===== src/rtl/sar_pkg.sv =====
package sar_pkg;
  typedef enum logic {
    ST_IDLE = 1'b0,
    ST_CONV = 1'b1
  } sar_state_e;
endpackage


===== src/rtl/sar_seq.sv =====
module sar_seq #(
  parameter int N  = 8,
  parameter int IW = (N > 1) ? $clog2(N) : 1
) (
  input  logic          clk_i,
  input  logic          rst_ni,
  input  logic          start_i,
  output logic          load_o,
  output logic          step_o,
  output logic          last_o,
  output logic [IW-1:0] idx_o
);
  import sar_pkg::*;

  sar_state_e    state_q;
  logic [IW-1:0] idx_q;

  assign load_o = start_i && (state_q == ST_IDLE);
  assign step_o = (state_q == ST_CONV);
  assign last_o = step_o && (idx_q == '0);
  assign idx_o  = idx_q;

  always_ff @(posedge clk_i or negedge rst_ni) begin
    if (!rst_ni) begin
      state_q <= ST_IDLE;
      idx_q   <= '0;
    end else if (load_o) begin
      state_q <= ST_CONV;
      idx_q   <= IW'(N - 1);
    end else if (last_o) begin
      state_q <= ST_IDLE;
    end else if (step_o) begin
      idx_q <= idx_q - 1'b1;
    end
  end

  // busy start requests do not disturb the countdown
  a_r8_countdown: assert property (@(posedge clk_i) disable iff (!rst_ni)
    step_o && !last_o |=> step_o && idx_o == $past(idx_o) - 1'b1);
  a_r2_load_msb: assert property (@(posedge clk_i) disable iff (!rst_ni)
    load_o |=> step_o && idx_o == IW'(N - 1));
  a_r5_ends_idle: assert property (@(posedge clk_i) disable iff (!rst_ni)
    last_o |=> !step_o);
endmodule


===== src/rtl/sar_trial.sv =====
module sar_trial #(
  parameter int N  = 8,
  parameter int IW = (N > 1) ? $clog2(N) : 1
) (
  input  logic          clk_i,
  input  logic          rst_ni,
  input  logic          load_i,
  input  logic          step_i,
  input  logic          last_i,
  input  logic [IW-1:0] idx_i,
  input  logic          cmp_high_i,
  output logic [N-1:0]  code_q_o,
  output logic [N-1:0]  code_d_o
);
  logic [N-1:0] code_q;

  for (genvar i = 0; i < N; i++) begin : g_bit
    localparam bit INIT = (i == N - 1);
    logic hit, nxt;
    assign hit = (idx_i == IW'(i));
    if (i < N - 1) begin : g_lower
      assign nxt = !last_i && (idx_i == IW'(i + 1));
    end else begin : g_top
      assign nxt = 1'b0;
    end
    assign code_d_o[i] = load_i ? INIT :
                         !step_i ? code_q[i] :
                         hit ? !cmp_high_i :
                         nxt ? 1'b1 : code_q[i];
  end

  always_ff @(posedge clk_i or negedge rst_ni) begin
    if (!rst_ni) code_q <= '0;
    else         code_q <= code_d_o;
  end

  assign code_q_o = code_q;

  a_r3_decide: assert property (@(posedge clk_i) disable iff (!rst_ni)
    step_i |=> code_q[$past(idx_i)] == !$past(cmp_high_i));
  a_r4_next_set: assert property (@(posedge clk_i) disable iff (!rst_ni)
    step_i && !last_i |=> code_q[$past(idx_i) - 1'b1]);
  a_r2_msb_only: assert property (@(posedge clk_i) disable iff (!rst_ni)
    load_i |=> code_q == {1'b1, {(N-1){1'b0}}});
endmodule


===== src/rtl/sar_out.sv =====
module sar_out #(
  parameter int N = 8
) (
  input  logic         clk_i,
  input  logic         rst_ni,
  input  logic         step_i,
  input  logic         last_i,
  input  logic         cmp_high_i,
  input  logic [N-1:0] code_d_i,
  input  logic [N-1:0] code_q_i,
  output logic         done_o,
  output logic [N-1:0] result_o,
  output logic         ser_bit_o,
  output logic         ser_valid_o
);
  always_ff @(posedge clk_i or negedge rst_ni) begin
    if (!rst_ni) begin
      done_o      <= 1'b0;
      result_o    <= '0;
      ser_bit_o   <= 1'b0;
      ser_valid_o <= 1'b0;
    end else begin
      done_o      <= last_i;
      ser_valid_o <= step_i;
      if (step_i) ser_bit_o <= !cmp_high_i;
      if (last_i) result_o  <= code_d_i;
    end
  end

  a_r5_done_pulse: assert property (@(posedge clk_i) disable iff (!rst_ni)
    done_o |=> !done_o);
  a_r6_result_hold: assert property (@(posedge clk_i) disable iff (!rst_ni)
    !done_o |=> $stable(result_o) || done_o);
  a_r6_result_match: assert property (@(posedge clk_i) disable iff (!rst_ni)
    done_o |-> result_o == code_q_i);
  a_r7_last_serial: assert property (@(posedge clk_i) disable iff (!rst_ni)
    done_o |-> ser_valid_o && ser_bit_o == code_q_i[0]);
endmodule


===== src/rtl/sar_ctrl.sv =====
module sar_ctrl #(
  parameter int N = 8
) (
  input  logic         clk_i,
  input  logic         rst_ni,
  input  logic         start_i,
  input  logic         cmp_high_i,
  output logic [N-1:0] dac_code_o,
  output logic         busy_o,
  output logic         done_o,
  output logic [N-1:0] result_o,
  output logic         ser_bit_o,
  output logic         ser_valid_o
);
  localparam int IW = (N > 1) ? $clog2(N) : 1;

  logic          load, step, last;
  logic [IW-1:0] idx;
  logic [N-1:0]  code_q, code_d;

  sar_seq #(.N(N), .IW(IW)) u_seq (
    .clk_i, .rst_ni, .start_i,
    .load_o(load), .step_o(step), .last_o(last), .idx_o(idx)
  );

  sar_trial #(.N(N), .IW(IW)) u_trial (
    .clk_i, .rst_ni,
    .load_i(load), .step_i(step), .last_i(last), .idx_i(idx),
    .cmp_high_i, .code_q_o(code_q), .code_d_o(code_d)
  );

  sar_out #(.N(N)) u_out (
    .clk_i, .rst_ni,
    .step_i(step), .last_i(last), .cmp_high_i,
    .code_d_i(code_d), .code_q_i(code_q),
    .done_o, .result_o, .ser_bit_o, .ser_valid_o
  );

  assign dac_code_o = code_q;
  assign busy_o     = step;

  a_r5_busy_done_excl: assert property (@(posedge clk_i) disable iff (!rst_ni)
    !(busy_o && done_o));
  a_r7_valid_in_conv: assert property (@(posedge clk_i) disable iff (!rst_ni)
    ser_valid_o |-> busy_o || done_o);
endmodule


===== config.mk =====
export PLATFORM = sky130hd
export DESIGN_NAME = sar_ctrl
export DESIGN_NICKNAME = d
export VERILOG_FILES = /design/src/rtl/sar_pkg.sv /design/src/rtl/sar_seq.sv /design/src/rtl/sar_trial.sv /design/src/rtl/sar_out.sv /design/src/rtl/sar_ctrl.sv
export SDC_FILE = /design/constraint.sdc
export NUM_CORES = 1
export LEC_CHECK = 0
export BUFFER_PORTS_ARGS = -buffer_cell sky130_fd_sc_hd__buf_2
export CORE_MARGIN = 3
export CORE_UTILIZATION = 52
export DETAILED_ROUTE_END_ITERATION = 16
export PLACE_DENSITY = 0.83
export SYNTH_ARGS = -nofsm -noshare
export SYNTH_HDL_FRONTEND = slang
export SYNTH_SLANG_ARGS = --single-unit

===== constraint.sdc =====
create_clock -name clk_i -period 1.7 [get_ports clk_i]
set_clock_uncertainty 0.05 [all_clocks]
set_input_delay 0.51 -clock clk_i [delete_from_list [all_inputs] [get_ports clk_i]]
set_output_delay 0.51 -clock clk_i [all_outputs]
set_load 0.05 [all_outputs]

==> metrics, run 1 <==
outcome finished, final reports clean; initial core utilization 58.2%; post-synthesis cell type count 32; largest net degree at the start of global routing 24; M2 GR Usage 32.6%; CTS Sinks 23; Slew Limit Headroom 66.6%; Seq cells post-synth 23; worst path bufs/invs 1; met3 GRT Util 6.71%; main area contributors after synthesis dfrtp_1 54%, ha_1 5.8%, nand2_1 4.6%; DR WL/cell 14.5 um; number of global-route vias before repair 848; fin worst setup slack 43.4 ps; total grt overflow 0; critical path peak fanout 6; fmax 604 MHz; Syn-to-layout area delta 16.9%; Final Net Count 139; crit-path cells buf_2; CP Capture Type output pin; H-tree depth 1; crit path kind reg2out; die area 2640 um^2; Post-CTS Hold Buffers 0; post-place setup slack 101 ps; Syn Nets 112; Root Driver clkbuf_4; Die Span X 51.4 um; max-capacitance violation count 0; Post-synth EDFFs 0; latest clock arrival within the worst-skew pair 300 ps; GPL Wtd Cong 0.836; top_reg_cell synth dfrtp_1; initial antenna violation count 0; post-synthesis sequential area ratio 53.7%; critical path required time 1140 ps; reg-to-reg endpoint u_seq.idx_o[0]; CTS Buffer Depth 2; Synth Instances 103; DP Area 1220 um^2; CTS resizes 0; slowest stage delay, CP 480 ps; Tcrit/Tclk final 97.4%; first-pass detailed-route iteration total 4; r2r startpoint u_seq.idx_o[0]; Setup Viol. Count Final 0; Site Rows 15; port bufs 23; leading area contributor after synthesis dfrtp_1; RSZ-0062 raised after global routing true; vias per cell 5.57; top cell type's share of synthesized area 53.7%; Slowest-stage cell, CP dfrtp_1; met1 usage in global routing 23.3%; num ports 24; fin util 68.1%; cell area after layout 1250 um^2; Clk pin slew, worst setup/hold paths 120 ps; Vias 858; total track usage 19.0%; CTS tree built; Fin. Hold Viols 0; Slew Limit Fails 0; Antenna Cells 0; number of DRC markers in iteration 0 13; Worst Setup Start Kind flip-flop; worst reg-to-reg path cell count 6; Syn Area/Cell 10.4 um^2; Async SR Flop Fraction 100%; first-pass GRT wire length 3770 um; R2R setup slack 110 ps; setup bufs post-CTS 0; most used routing layer met2; count leader, synth dfrtp_1; DPL Wire Length 1700 um; CTS Buf Count 3; Synth Warn # 0; Core Region 1840 um^2; CP top delay family flip-flops; min cycle time layout 1660 ps; Mapped Area 1070 um^2; Synth top cells by count 23 x dfrtp_1, 13 x nand2_1, 7 x a21oi_1; critical path arrival 1100 ps; HP Class in2async; DRC 0; Routed Antenna Nets 0; Tightest Pin Transition 501 ps; layout cells sized above 1 29.5%; total wire length 2230 um; die span in y 51.4 um
[flip-flops by register name, indices dropped and copies added, names as in the netlist]
signal and cells:
u_seq.step_o 1, u_seq.idx_o 3, u_trial.code_q_o 8, u_out.done_o 1
u_out.ser_valid_o 1, u_out.result_o 8, u_out.ser_bit_o 1
[worst max-delay path by stage]
stage / startpoint / end / slack (ps) / cells past startpoint
floorplan: u_seq.step_o / u_out.result_o[0] / 160 / 5
global placement: u_seq.idx_o[0] / u_seq.idx_o[0] / 180 / 6
detailed placement: u_seq.idx_o[0] / u_seq.idx_o[0] / 100 / 6
CTS: u_seq.step_o / busy_o / 40 / 1
global route: u_seq.idx_o[0] / u_out.result_o[0] / -20 / 5
finish: u_seq.step_o / busy_o / 40 / 1
[area by class of cell]
cell class,instances,area [um^2]
timing repair buffer,27,145
fill,160,587
clock buffer,4,26.3
multi-input combinational,68,448
inverter,7,26.3
sequential,23,576
tap,25,31.3
[kinds of logic (layout without fill, tap and decap cells)]
logic type,Yosys count,count (layout),share of synthesized area [%]
AO/OA/AOI/OAI,28,28,18.5
adder cells (fa/ha/maj),5,5,5.84
buffers and inverters,12,38,4.67
flip-flops,23,23,53.7
multiplexers,3,3,3.04
AND/OR/NAND/NOR,32,32,14.3
[through the flow]
stage | std cells | TNS (ps) | hold slack [ps]
final | 154 | 0 | 104
after global routing | 154 | -39.6 | 116
after global placement | 150 | 0 | 406
after detailed placement | 150 | 0 | 412
after CTS | 154 | 0 | 111
after floorplan | 103 | 0 | 164
[cell usage in the layout (no fill, tap or decap), drive strengths merged]
| cell | netlist | final |
|---|---|---|
| buf | 4 | 27 |
| dfrtp | 23 | 23 |
| nand2 | 13 | 13 |
| a21oi | 7 | 7 |
| inv | 7 | 7 |
| nor2 | 6 | 6 |
| o21ai | 6 | 6 |
| ha | 5 | 5 |
| clkbuf | 1 | 4 |
| nor3 | 3 | 3 |
| a221oi | 2 | 2 |
| and3 | 2 | 2 |
| a311oi | 2 | 2 |
| a31oi | 2 | 2 |
| nand3 | 2 | 2 |
| a21o | 2 | 2 |
| o31ai | 2 | 2 |
| mux2 | 2 | 2 |
| nand3b | 1 | 1 |
| and2b | 1 | 1 |
| nor2b | 1 | 1 |
| or2 | 1 | 1 |
| a41o | 1 | 1 |
| o211a | 1 | 1 |
| nand4 | 1 | 1 |
| a22oi | 1 | 1 |
| mux2i | 1 | 1 |
| a211oi | 1 | 1 |
| nand2b | 1 | 1 |
| o21a | 1 | 1 |
[routing by layer]
metal	routed length [um]	part of all wire, %
met3	129	5.8
met1	959	43
met4	11	0.49
met2	1130	51
met5	0	0
Power of run 1 is not shown: default switching activity piles up to over one toggle a cycle in this logic, so the estimate is an artifact.
==> inputs of run 2 (changes only) <==
--- a/config.mk
+++ b/config.mk
@@ -7,9 +7,9 @@
 export LEC_CHECK = 0
 export BUFFER_PORTS_ARGS = -buffer_cell sky130_fd_sc_hd__buf_2
 export CORE_MARGIN = 3
-export CORE_UTILIZATION = 52
+export CORE_UTILIZATION = 55
 export DETAILED_ROUTE_END_ITERATION = 16
-export PLACE_DENSITY = 0.83
+export PLACE_DENSITY = 0.87
 export SYNTH_ARGS = -nofsm -noshare
 export SYNTH_HDL_FRONTEND = slang
 export SYNTH_SLANG_ARGS = --single-unit
==> constraint.sdc (replaced) <==
create_clock -name clk_i -period 2.11 [get_ports clk_i]
set_clock_uncertainty 0.05 [all_clocks]
set_input_delay 0.633 -clock clk_i [delete_from_list [all_inputs] [get_ports clk_i]]
set_output_delay 0.633 -clock clk_i [all_outputs]
set_load 0.05 [all_outputs]
==> run 2 against run 1 <==
Non-clock buffer count is 3 lower. Wire length is 5.7% lower. Global-route usage is 0.16 points lower. Critical path depth stayed put. Clock-buffer cell count stayed put. Via count is 2.9% lower. Sequential cell count stayed put. Utilization is 0.75 points higher. Final cell count is 1.9% lower. Final area is 2.0% lower. Critical endpoint unchanged.
==> metrics, run 2 (same netlist as run 1, synthesis figures left out) <==
Root Driver clkbuf_4; num ports 24; CP top delay family flip-flops; H-tree depth 1; Slowest-stage cell, CP dfrtp_1; RSZ-0062 raised after global routing false; critical path required time 1430 ps; Routed Antenna Nets 0; Tcrit/Tclk final 91.7%; met1 WL 954 um; crit path kind reg2out; first-pass GRT wire length 3640 um; Final Net Count 136; vias per cell 5.52; HP Class in2async; total track usage 18.8%; GPL Wtd Cong 0.804; Antenna Cells 0; Die Span X 50.1 um; port bufs 23; number of global-route vias before repair 791; CTS tree built; Clk pin slew, worst setup/hold paths 120 ps; Worst Setup Start Kind flip-flop; worst reg-to-reg path cell count 6; R2R setup slack 370 ps; critical path peak fanout 12; CP Capture Type output pin; largest net degree at the start of global routing 24; number of DRC markers in iteration 0 52; DR WL/cell 13.9 um; layout cells sized above 1 27.0%; Site Rows 15; final hold slack 220 ps; reg-to-reg endpoint u_seq.idx_o[0]; CTS Sinks 23; Post-CTS Hold Buffers 0; Setup Viol. Count Final 0; fillcell total 130; r2r startpoint u_seq.idx_o[0]; outcome finished, final reports clean; Tightest Pin Transition 491 ps; setup bufs post-CTS 0; min cycle time layout 1930 ps; CTS Buf Count 3; latest clock arrival within the worst-skew pair 300 ps; Slew Limit Fails 0; max-capacitance violation count 0; CTS resizes 0; Slew Limit Headroom 67.3%; Fin. Hold Viols 0; met3 wire length 124 um; fmax 517 MHz; Vias 833; most frequent cells in the layout 23 x buf_2, 23 x dfrtp_1, 13 x nand2_1; initial core utilization 60.1%; die area 2510 um^2; total grt overflow 0; die span in y 50.1 um; sum of negative setup slack 0 ps; Syn-to-layout area delta 14.6%; WL met2 983 um; DPL Wire Length 1530 um; worst path bufs/invs 1; first-pass detailed-route iteration total 4; initial antenna violation count 0; critical path arrival 1250 ps; total wire length 2100 um; CTS Buffer Depth 2; crit-path cells buf_2; DR top layer met4; slowest stage delay, CP 610 ps; Core Region 1780 um^2; DRC 0
==> run 2: cell types whose count changed in the layout (fill, tap and decap cells not counted), sizes merged <==
| cell | before | now |
|---|---|---|
| buf | 27 | 24 |
==> run 2: metrics by stage <==
stage	utilization (%)	std cells	worst slack [ps]	area, um^2
final	68.8	151	176	1230
after detailed placement	67.4	147	397	1200
after CTS	68.8	151	176	1230
after global placement	67.4	147	480	1200
after floorplan	-	103	574	1070
after global routing	68.8	151	109	1230
==> run 2: cell type report <==
cell class	instances	area, um^2	area share [%]
Clock buffer	4	26.3	2.14
Multi-Input combinational cell	68	445	36.3
Timing Repair Buffer	24	123	9.99
Tap cell	25	31.3	2.55
Inverter	7	26.3	2.14
Sequential cell	23	576	46.9
==> run 2: layer usage <==
layer / GRT usage (%) / vias up
met1: 25.1 / 385
met2: 30.2 / 40
li1: - / 404
met4: 8.29 / 0
met3: 2.67 / 4
met5: 0 / -
==> run 2: worst reg2reg max path, cell delays in order, from the launching register on <==
cell      delay, ps
dfrtp_1         420
inv_1           150
ha_1            290
nand3b_2        310
inv_2           170
nor2_1           90
a21o_1          180
==> run 2: worst max-delay path by stage <==
stage | to | from | slack [ps] | cells past startpoint
4_1_cts | busy_o | u_seq.step_o | 180 | 1
3_5_place_dp | u_seq.idx_o[0] | u_seq.idx_o[0] | 400 | 6
6_report | busy_o | u_seq.step_o | 180 | 1
3_3_place_gp | u_seq.idx_o[0] | u_seq.idx_o[0] | 480 | 6
2_1_floorplan | u_out.result_o[0] | u_seq.step_o | 570 | 5
5_1_grt | busy_o | u_seq.step_o | 110 | 1
Power of run 2 is left out for the same reason.
